$ cat src/rtl/lowcap_pkg.sv
package lowcap_pkg;
  localparam int unsigned CH_COUNT    = 64;
  localparam int unsigned SYNC_DEPTH  = 2;
  localparam int unsigned HOST_N      = 3;
  // positions of the host controls in the synchronized control vector
  localparam int unsigned HC_LOAD     = 0;
  localparam int unsigned HC_SHIFT    = 1;
  localparam int unsigned HC_CLEAR    = 2;
endpackage

$ cat src/rtl/lowcap_sync.sv
module lowcap_sync #(
  parameter int unsigned WIDTH   = 1,
  parameter int unsigned STAGES  = 2,
  parameter logic        RST_VAL = 1'b0
) (
  input  logic             clk,
  input  logic             rst,
  input  logic [WIDTH-1:0] d,
  output logic [WIDTH-1:0] q
);
  logic [WIDTH-1:0] stage [STAGES];

  always_ff @(posedge clk) begin
    if (rst) begin
      for (int s = 0; s < STAGES; s++) stage[s] <= {WIDTH{RST_VAL}};
    end else begin
      stage[0] <= d;
      for (int s = 1; s < STAGES; s++) stage[s] <= stage[s-1];
    end
  end

  assign q = stage[STAGES-1];
endmodule

$ cat src/rtl/lowcap_host_edge.sv
module lowcap_host_edge #(
  parameter int unsigned WIDTH  = 3,
  parameter int unsigned STAGES = 2
) (
  input  logic             clk,
  input  logic             rst,
  input  logic [WIDTH-1:0] raw,
  output logic [WIDTH-1:0] pulse
);
  logic [WIDTH-1:0] synced;
  logic [WIDTH-1:0] prev;

  lowcap_sync #(.WIDTH(WIDTH), .STAGES(STAGES), .RST_VAL(1'b0)) u_sync (
    .clk(clk), .rst(rst), .d(raw), .q(synced)
  );

  always_ff @(posedge clk) begin
    if (rst) prev <= '0;
    else     prev <= synced;
  end

  assign pulse = synced & ~prev;

  // one host edge yields a single-cycle pulse, never two in a row
  assert_single_pulse_R7: assert property (@(posedge clk) disable iff (rst)
    (|pulse) |=> ((pulse & $past(pulse)) == '0));
endmodule

$ cat src/rtl/lowcap_flags.sv
module lowcap_flags #(
  parameter int unsigned CH = 64
) (
  input  logic          clk,
  input  logic          rst,
  input  logic [CH-1:0] seen_low,
  input  logic          clr,
  output logic [CH-1:0] flags
);
  for (genvar i = 0; i < CH; i++) begin : g_ch
    always_ff @(posedge clk) begin
      if (rst) flags[i] <= 1'b0;
      else     flags[i] <= (flags[i] & ~clr) | seen_low[i];
    end
  end

  // a set flag survives every cycle without a clear
  assert_sticky_R2: assert property (@(posedge clk) disable iff (rst)
    !clr |=> ((flags & $past(flags)) == $past(flags)));

  // after a clear only channels that were low during it remain set
  assert_clear_R5: assert property (@(posedge clk) disable iff (rst)
    clr |=> ((flags & ~$past(seen_low)) == '0));

  // a flag only rises when its own line was seen low
  assert_set_cause_R1: assert property (@(posedge clk) disable iff (rst)
    1'b1 |=> ((flags & ~$past(flags) & ~$past(seen_low)) == '0));
endmodule

$ cat src/rtl/lowcap_shifter.sv
module lowcap_shifter #(
  parameter int unsigned CH = 64
) (
  input  logic          clk,
  input  logic          rst,
  input  logic [CH-1:0] flags_in,
  input  logic          load,
  input  logic          shift,
  output logic          sdo
);
  logic [CH-1:0] snap;

  always_ff @(posedge clk) begin
    if (rst)        snap <= '0;
    else if (load)  snap <= flags_in;
    else if (shift) snap <= {snap[CH-2:0], 1'b0};
  end

  assign sdo = snap[CH-1];

  assert_load_copy_R3: assert property (@(posedge clk) disable iff (rst)
    load |=> (snap == $past(flags_in)));

  assert_shift_next_R4: assert property (@(posedge clk) disable iff (rst)
    (shift && !load) |=> (sdo == $past(snap[CH-2])));

  // live flag activity never reaches the snapshot between host actions
  assert_snap_hold_R6: assert property (@(posedge clk) disable iff (rst)
    (!shift && !load) |=> $stable(snap));

  assert_reset_low_R8: assert property (@(posedge clk)
    rst |=> (!sdo && snap == '0));
endmodule

$ cat src/rtl/lowcap_top.sv
module lowcap_top
  import lowcap_pkg::*;
#(
  parameter int unsigned CH     = CH_COUNT,
  parameter int unsigned STAGES = SYNC_DEPTH
) (
  input  logic          clk,
  input  logic          rst,
  input  logic [CH-1:0] lines_i,
  input  logic          load_i,
  input  logic          sclk_i,
  input  logic          clear_i,
  output logic          sdo_o
);
  logic [CH-1:0]     lines_s;
  logic [CH-1:0]     flags;
  logic [HOST_N-1:0] host_raw;
  logic [HOST_N-1:0] host_pulse;

  // lines idle high, so the synchronizer resets to high to avoid false events
  lowcap_sync #(.WIDTH(CH), .STAGES(STAGES), .RST_VAL(1'b1)) u_line_sync (
    .clk(clk), .rst(rst), .d(lines_i), .q(lines_s)
  );

  always_comb begin
    host_raw           = '0;
    host_raw[HC_LOAD]  = load_i;
    host_raw[HC_SHIFT] = sclk_i;
    host_raw[HC_CLEAR] = clear_i;
  end

  lowcap_host_edge #(.WIDTH(HOST_N), .STAGES(STAGES)) u_host (
    .clk(clk), .rst(rst), .raw(host_raw), .pulse(host_pulse)
  );

  lowcap_flags #(.CH(CH)) u_flags (
    .clk(clk), .rst(rst), .seen_low(~lines_s),
    .clr(host_pulse[HC_CLEAR]), .flags(flags)
  );

  lowcap_shifter #(.CH(CH)) u_shift (
    .clk(clk), .rst(rst), .flags_in(flags),
    .load(host_pulse[HC_LOAD]), .shift(host_pulse[HC_SHIFT]), .sdo(sdo_o)
  );
endmodule

$ cat config.mk
export PLATFORM = sky130hd
export DESIGN_NAME = lowcap_top
export DESIGN_NICKNAME = d
export VERILOG_FILES = /design/src/rtl/lowcap_pkg.sv /design/src/rtl/lowcap_sync.sv /design/src/rtl/lowcap_host_edge.sv /design/src/rtl/lowcap_flags.sv /design/src/rtl/lowcap_shifter.sv /design/src/rtl/lowcap_top.sv
export SDC_FILE = /design/constraint.sdc
export NUM_CORES = 1
export LEC_CHECK = 0
export BUFFER_PORTS_ARGS = -buffer_cell sky130_fd_sc_hd__buf_2
export CORE_ASPECT_RATIO = 0.8
export CORE_MARGIN = 4
export CORE_UTILIZATION = 63
export DETAILED_ROUTE_END_ITERATION = 10
export PLACE_DENSITY = 0.79
export SYNTH_ARGS = -nofsm -noshare
export SYNTH_HDL_FRONTEND = slang
export SYNTH_SLANG_ARGS = --single-unit
$ cat constraint.sdc
create_clock -name clk -period 1.7 [get_ports clk]
set_input_delay 0.17 -clock clk [delete_from_list [all_inputs] [get_ports clk]]
set_output_delay 0.17 -clock clk [all_outputs]
set_load 0.1 [all_outputs]
# [Yosys cells after proc, flatten, opt, wreduce, memory -nomap -nowiden]
# Memories as Yosys holds them, arrays and structs flattened.
# Index checks and enable logic that the tools add are counted.
[totals] regBits=131 mem_bits_rw=134 inputBits=69 out_inout_bits=1 word_cells=214 memories=2
[mem_list] name="u_line_sync.stage" depth=2 width=64 rd=2 rd_clocked_by_memory_dff=0 write_ports=2 line="lowcap_sync.sv:11" text="logic [WIDTH-1:0] stage [STAGES];"
[mem_list] name="u_host.u_sync.stage" depth=2 width=3 rd=2 rd_clocked_by_memory_dff=0 write_ports=2 line="lowcap_sync.sv:11"
[op_classes] muxes=9 bitwise_logic=136 n_reduce_logical=1
[ops] op="$mux W64" n=4
[ops] op="$or A1 B1 Y1" n=68
[ops] op="$and A1 B1 Y1" n=64
[ops] op="$not A64 Y64" n=1
[ops] op="$mux W3" n=2
[ops] op="$and A3 B3 Y3" n=1
[ops] op="$mux W1" n=3
[ops] op="$not A3 Y3" n=1
[ops] op="$reduce_bool A2 Y1" n=1
[ops] op="$not A1 Y1" n=1

# [Logic depth before layout (Yosys ltp)]
# Gate-level depths: netlist (run 1).
[depth] word_depth=5 depth_mapped=6 mapped_depth_nobuf=3

# [Hierarchy]
# Synthesis (run 1) repeated with hierarchy kept, for this count alone.
[unflattened] cells_unflattened=976 area_unflattened_um2=9864.5
[modules_own_cells] mod="lowcap_sync (u_line_sync)" instances=1 cells_each=334 area_per_inst_um2=3995.1 seq_area_each_um2=2562.5
[modules_own_cells] mod="lowcap_shifter" instances=1 cells_each=284 area_per_inst_um2=3006.6 seq_area_each_um2=1281.2
[modules_own_cells] mod="lowcap_flags" instances=1 cells_each=270 area_per_inst_um2=2337.2 seq_area_each_um2=1281.2
[modules_own_cells] mod="lowcap_top" instances=1 cells_each=64 area_per_inst_um2=240.2 seq_area_each_um2=0.0
[modules_own_cells] mod="lowcap_sync (u_host.u_sync)" instances=1 cells_each=15 area_per_inst_um2=180.2 seq_area_each_um2=120.1
[modules_own_cells] mod="lowcap_host_edge" instances=1 cells_each=9 area_per_inst_um2=105.1 seq_area_each_um2=60.1

# [Least setup slack after synthesis (run 1)]
# OpenSTA, ideal clock, no wires.
[synth_timing] kind="reg2reg" start="register, netlist name u_shift.snap[63]" end="register u_shift.snap[63]" setup_time_ps=86 arrival_time_ps=1273 required_time_ps=1614 path_slack_ps=341 stages_incl_launch_ff=3 n_path_buf=0 synth_period_minus_slack_ps=1359 path_cell_list="dfxtp_1 -> nor3_1 -> a211oi_1"
[synth_lines] item="end signal: assignment" line="lowcap_shifter.sv:15" text="else if (load) snap <= flags_in;"
[synth_lines] item="end signal: assignment" line="lowcap_shifter.sv:16" text="else if (shift) snap <= {snap[CH-2:0], 1'b0};"
[synth_lines] item="end: declaration" line="lowcap_shifter.sv:11" text="logic [CH-1:0] snap;"

# [Worst setup path in the final report (run 1)]
[layout_timing] start="register u_shift.snap[63]" end="output sdo_o"
[layout_lines] item="end: declaration" line="lowcap_top.sv:13" text="output logic sdo_o"
# No word-level cell between the ends.

==> results of run 1 <==
==> path summary, 6_finish.rpt <==
path / end / slack (ns)
setup reg to reg: u_shift.snap[42] / 0.26
hold reg to reg: u_flags.flags[54] / 0.39
setup / recovery: sdo_o / 0.25
hold / removal: u_host.u_sync.stage[0][4] / 0.16
==> per-stage QoR <==
stage | cell area [um^2] | std cells | utilization | worst slack [ns] | power [mW]
global route | 10700 | 1163 | 0.792 | 0.135 | 13.9
detailed placement | 9200 | 1055 | 0.679 | 0.329 | 7.64
CTS | 10700 | 1163 | 0.792 | 0.221 | 13.5
finish | 10700 | 1163 | 0.792 | 0.245 | 13.4
global placement | 9200 | 1055 | 0.679 | 0.430 | 7.58
floorplan | 8710 | 861 | - | 0.341 | 7.41
==> what timing repair did <==
action / 4_1_cts / 5_1_grt
hold endpoints to repair: 67 / 0
hold buffers: 67 / 0
resized for setup: 0 / 0
==> cells in the mapped netlist <==
master / number
a211oi_1: 13
buf_1: 7
mux2i_1: 1
clkbuf_1: 25
a211oi_2: 49
nor2b_1: 11
nor2_1: 1
buf_6: 6
or2_2: 128
buf_2: 31
o21ai_0: 53
o21ai_1: 8
nand2b_1: 3
nand3_1: 1
nor3_1: 62
a21oi_1: 65
dfxtp_1: 265
nand2_1: 129
buf_4: 2
a311oi_1: 1
==> layer usage <==
layer  global-route usage  share of wire  vias to the layer above
met5                    0              0                        -
met4               0.0671          0.025                        0
met3               0.0384          0.039                       45
met2                0.386           0.51                      143
met1                0.258           0.42                     2863
li1                     -              -                     3082
==> sequential cells by signal (all words and copies together), names as in the netlist <==
register / flops
u_line_sync.stage: 128
u_flags.flags: 64
u_shift.snap: 64
u_host.u_sync.stage: 6
u_host.prev: 3
==> where the power goes <==
group	switching (mW)	leakage [nW]	internal [mW]	total (mW)
Clock	2.17	0.410	3.58	5.76
Sequential	0.139	2.19	6.55	6.69
Combinational	0.468	1.46	0.489	0.957
Total	2.78	4.05	10.6	13.4
==> logic make-up (layout without fill, tap and decap cells) <==
logic type,after synthesis,count (layout),synth area share
simple gates,335,335,0.194
flops,265,265,0.609
compound gates,189,189,0.155
buf+inv,71,193,0.0411
mux,1,1,0.00115
==> cell type report <==
| class | count | area, um^2 |
|---|---|---|
| Clock buffer | 31 | 646 |
| Clock inverter | 10 | 209 |
| Fill cell | 855 | 2820 |
| Multi-Input combinational cell | 525 | 3070 |
| Sequential cell | 265 | 5310 |
| Tap cell | 180 | 225 |
| Timing Repair Buffer | 152 | 1270 |
==> parameters.txt, run 1 <==
Parameter                              Value

Timing
  Actual transition at the worst max-transition pin ... 0.483 ns
  RSZ-0062 raised after global routing ... no
  Final Critical Period ... 1.45 ns
  Hold Worst Slack ... 0.156 ns
  Count of final setup violators ... 0
  Final max-slew violation count ... 0
  Ratio of final minimum period to clock period ... 0.856
  Fin. Hold Viols ... 0
  Worst-case headroom to the max-slew limit ... 0.681
  F_max ... 687 MHz
  Final worst clock skew ... 0.00958 ns
  Setup_tns ... 0 ns

Floorplan
  Starting utilization of the core area ... 0.643
  Die outline area ... 15800 um^2
  Die span in x ... 139 um
  Placeable core region ... 13600 um^2
  Number of ports placed on the die boundary ... 70
  Count of standard-cell rows ... 38
  Die Y ... 113 um

Critical path
  CP max stage cell ... buf_2
  WS Path Type ... reg2out
  Count of cell instances traversed by the critical path ... 1
  Critical path launch point ... u_shift.snap[63]
  Crit-path max FO ... 2
  CP arrival ... 1.28 ns
  Critical path buffers and inverters ... 1
  Kind of launch point of the worst setup path ... register
  CP max stage delay ... 0.43 ns
  Nature of the critical path endpoint ... output pin
  Number of cell instances on the worst register-to-register path ... 4
  Delay-heaviest family, CP ... buffers and inverters
  Source of the worst register-to-register timing path ... u_host.prev[1]
  Data required time at the worst endpoint ... 1.53 ns
  Crit path cell chain ... buf_2

Route
  Drt initial violations ... 371
  Count of unresolved DRC violations after routing ... 0
  Routed wire length per instance ... 14.1 um
  Total Wirelength ... 16.4 mm
  Number of vias per cell ... 5.27
  Vias post-DR ... 6133
  First-pass iteration count of the detailed router ... 5
  Antenna-violating nets left ... 0

Layout
  Ant. Diodes ... 0
  Most used cells in the layout excluding fill and tap cells ... dfxtp_1 (265), nand2_1 (129), or2_2 (128)
  Fraction of final layout cells with drive strength greater than 1 ... 0.309
  Net count, final ... 1036
  Area growth from synthesis to layout ... 23.1%
  Commonest non-fill, non-tap cell in the layout ... dfxtp_1

Place
  Port Buf Inserts ... 69
  Detail Placement HPWL ... 8.83 mm
  Routability congestion estimate ... 0.761

GRT
  Maximum number of pins on one net before global-route repair ... 85
  Sum of overflow across all layers after global routing ... 0
  Global-route wire length before repair ... 28.6 mm
  Number of global-route vias before repair ... 6230
  Global router's overall resource usage ... 0.213
  Initial antenna violation count ... 0

Clock network
  Clk slew on worst S/H paths ... 0.07 ns
  CTS tree ... built
  Skew-Pair Late Insertion Delay ... 0.50 ns
  Htree depth ... 1
  TritonCTS Buffers ... 23
  Post-CTS setup-driven buffer insertion count ... 0
  CTS sink cnt ... 265
  Number of buffers between clock root and the deepest sink ... 3
  Root buf cell ... clkbuf_16

Yosys
  Share of the synthesized area in the top cell type ... 0.609
  Mapped Nets ... 930
  Number of unique standard cell types used by synthesis ... 20
  Synth Cell Area ... 8710 um^2
  Ys Warns ... 0
  Share of the yosys chip area belonging to registers ... 0.609
  Cell types with the largest area share after synthesis ... dfxtp_1 (61%), or2_2 (9.2%), a211oi_2 (7.0%)
  Count of mapped cells out of synthesis ... 861
  Number of register bits inferred by synthesis ... 265
  Area leader, netlist ... dfxtp_1
  Per-instance average area after synthesis ... 10.1 um^2

Run status
  Status ... completed

Min path
  Hold WC Path Type ... in2reg
  Number of stages on the worst hold path ... 2
  Min-Delay Startpoint ... rst

Power
  Leakage Power ... 4.05 nW
  Max rail drop VDD ... 921 uV
  Power Density ... 1250 nW/um^2

Run
  Max_cap viols ... 0
No activity file was read; power rests on OpenSTA's default activity.
==> run 2, diff against run 1 <==
Settings changed: ABC_AREA set to 1.
==> parameters.txt, run 2 <==
Parameter                              Value

Floorplan
  Number of ports placed on the die boundary ... 70 (unchanged)
  Starting utilization of the core area ... 0.640 (-0.00280)
  Count of standard-cell rows ... 39 (+2.6%)
  Placeable core region ... 14200 um^2 (+5.2%)
  Die Y ... 116 um (+2.2%)
  Die outline area ... 16500 um^2 (+4.4%)
  Die span in x ... 143 um (+2.2%)

Yosys
  Ys Warns ... 0 (unchanged)
  Leading cell type by number of instances after synthesis ... dfxtp_1
  Share of the yosys chip area belonging to registers ... 0.581 (-0.0273)
  Share of the synthesized area in the top cell type ... 0.581 (-0.0273)
  Top cell types by occurrence after synthesis ... dfxtp_1 (265), nand3_1 (191), inv_1 (135)
  Number of register bits inferred by synthesis ... 265 (unchanged)
  Number of unique standard cell types used by synthesis ... 15 (-25%)
  Synth Cell Area ... 9120 um^2 (+4.7%)
  Async set-reset flop share out of synthesis ... 0 (unchanged)
  Cell types with the largest area share after synthesis ... dfxtp_1 (58%), nand3_1 (10%), or2_1 (8.2%)
  Area leader, netlist ... dfxtp_1
  Count of mapped cells out of synthesis ... 1066 (+24%)
  Number of flops mapped to enable cells by yosys ... 0 (unchanged)
  Most common flop cell mapped by yosys ... dfxtp_1
  Mapped Nets ... 1135 (+22%)
  Per-instance average area after synthesis ... 8.56 um^2 (-15%)

GRT
  Number of global-route vias before repair ... 6488 (+4.1%)
  Maximum number of pins on one net before global-route repair ... 72 (-15%)
  Global-route wire length before repair ... 29.8 mm (+4.4%)
  Sum of overflow across all layers after global routing ... 0 (unchanged)
  Global router's overall resource usage ... 0.214 (+0.00152)
  Initial antenna violation count ... 0 (unchanged)

Clock network
  CTS tree ... built
  Post-cts hold buffer count ... 67 (unchanged)
  Skew-Pair Late Insertion Delay ... 0.51 ns (about the same)
  Number of buffers between clock root and the deepest sink ... 3 (unchanged)
  Post-CTS setup-driven buffer insertion count ... 0 (unchanged)
  Root buf cell ... clkbuf_16
  Clk slew on worst S/H paths ... 0.07 ns (about the same)
  CTS sink cnt ... 265 (unchanged)
  TritonCTS Buffers ... 25 (+8.7%)
  Number of gates resized after CTS ... 0 (unchanged)
  Htree depth ... 1 (unchanged)

Place
  Port Buf Inserts ... 69 (unchanged)
  Detail Placement HPWL ... 8.61 mm (-2.5%)
  Routability congestion estimate ... 0.765 (+0.45%)
  DP Worst Slack ... 0.348 ns (+0.0188 ns)

Min path
  Hold endpoint ... u_flags.flags[13]
  Number of stages on the worst hold path ... 2 (unchanged)
  Min-Delay Startpoint ... rst
  Hold WC Path Type ... in2reg

Power
  Power Density ... 1150 nW/um^2 (-7.7%)
  Max rail drop VDD ... 1130 uV (+23%)
  Leakage Power ... 4.42 nW (+9.1%)
  Total power consumption of the routed design ... 12.7 mW (-4.9%)

Timing
  Setup_tns ... 0 ns (unchanged)
  Worst-case headroom to the max-slew limit ... 0.546 (-0.135)
  RSZ-0062 raised after global routing ... no
  Ratio of final minimum period to clock period ... 0.858 (+0.00213)
  Final max-slew violation count ... 0 (unchanged)
  Min setup slack post-route ... 0.242 ns (-0.00362 ns)
  Final Critical Period ... 1.46 ns (+0.00362 ns)
  Final worst clock skew ... 0.00805 ns (-0.00153 ns)
  Fin. Hold Viols ... 0 (unchanged)
  Count of final setup violators ... 0 (unchanged)
  F_max ... 686 MHz (-0.25%)
  Hold Worst Slack ... 0.0617 ns (-0.0940 ns)
  Actual transition at the worst max-transition pin ... 0.681 ns (+0.198 ns)

Route
  Count of unresolved DRC violations after routing ... 0 (unchanged)
  Total Wirelength ... 17.6 mm (+7.5%)
  Vias post-DR ... 6898 (+12%)
  Number of vias per cell ... 5.03 (-4.6%)
  Antenna-violating nets left ... 0 (unchanged)
  Routed wire length per instance ... 12.8 um (-8.8%)
  First-pass iteration count of the detailed router ... 5 (unchanged)
  Drt initial violations ... 509 (+37%)

Layout
  Fraction of final layout cells with drive strength greater than 1 ... 0.124 (-0.185)
  Ant. Diodes ... 0 (unchanged)
  Top reg by flops ... u_line_sync.stage
  Net count, final ... 1238 (+19%)
  Largest registers in the final layout ... u_line_sync.stage (128), u_flags.flags (64), u_shift.snap (64)
  Utilization after layout ... 0.776 (-0.0156)
  Commonest non-fill, non-tap cell in the layout ... dfxtp_1
  Largest register FFs ... 128 (unchanged)
  Area growth from synthesis to layout ... 21.2%
  Filler cells ... 934 (+9.2%)
  Most used cells in the layout excluding fill and tap cells ... dfxtp_1 (264), nand3_1 (191), inv_1 (135)

Critical path
  Source of the worst register-to-register timing path ... u_host.u_sync.stage[0][5]
  Delay-heaviest family, CP ... buffers and inverters
  Data required time at the worst endpoint ... 2.13 ns (+0.60 ns)
  Flop-to-flop setup slack ... 0.24 ns (-0.02 ns)
  CP max stage cell ... buf_4
  CP max stage delay ... 0.52 ns (+0.09 ns)
  CP arrival ... 1.89 ns (+0.61 ns)
  Crit-path max FO ... 64 (+62)
  Nature of the critical path endpoint ... register
  Reg-to-reg endpoint ... u_flags.flags[35]
  Kind of launch point of the worst setup path ... register
  Critical path buffers and inverters ... 2 (+1)
  WS Path Type ... reg2reg
  Crit path cell chain ... inv_1 > or2_2 > buf_4 > nand2_1 > a21oi_1
  Number of cell instances on the worst register-to-register path ... 5 (+1)

Run status
  Status ... completed

Run
  Max_cap viols ... 0 (unchanged)
## run 2: cell families (layout without fill, tap and decap cells)
logic type | count (synthesis) | after routing | synth area share
AO/OA/AOI/OAI | 128 | 128 | 0.0702
buffers and inverters | 214 | 335 | 0.0968
flip-flops | 265 | 265 | 0.581
AND/OR/NAND/NOR | 459 | 459 | 0.252
## run 2: how the worst max path moves through the flow
stage | start | end | slack (ns) | cells past startpoint
2_1_floorplan | u_shift.snap[63] | u_shift.snap[63] | 0.41 | 2
3_3_place_gp | u_host.u_sync.stage[0][5] | u_flags.flags[43] | 0.40 | 5
3_5_place_dp | u_host.u_sync.stage[0][5] | u_flags.flags[31] | 0.35 | 5
4_1_cts | u_host.u_sync.stage[0][5] | u_flags.flags[35] | 0.23 | 5
5_1_grt | u_host.u_sync.stage[0][5] | u_flags.flags[38] | 0.12 | 5
6_report | u_host.u_sync.stage[0][5] | u_flags.flags[35] | 0.24 | 5
## run 2: where the power goes
part | switching, mW | total [mW] | internal [mW]
sequential | 0.0932 | 6.57 | 6.47
clock | 2.27 | 5.36 | 3.09
combinational | 0.429 | 0.825 | 0.396
total | 2.79 | 12.7 | 9.96
## run 2: final cells by class
class | count | area (um^2) | share of cell area
clock buffers | 35 | 753 | 0.0681
clock inverters | 10 | 62.6 | 0.00566
inverters | 137 | 514 | 0.0465
multi-input cells | 587 | 2940 | 0.266
flip-flops and latches | 265 | 5310 | 0.480
well taps | 184 | 230 | 0.0208
repair buffers | 153 | 1250 | 0.113
## run 2: layer usage
layer	track usage	vias up	part of all wire
li1	-	3553	-
met1	0.275	3161	0.43
met2	0.380	151	0.50
met3	0.0367	33	0.044
met4	0.0519	0	0.020
met5	0	-	0
## run 2: per-stage QoR
stage,std cells,instance area (um^2)
2_1_floorplan,1066,9120
3_3_place_gp,1259,9570
3_5_place_dp,1259,9570
4_1_cts,1371,11100
5_1_grt,1371,11100
6_report,1371,11100
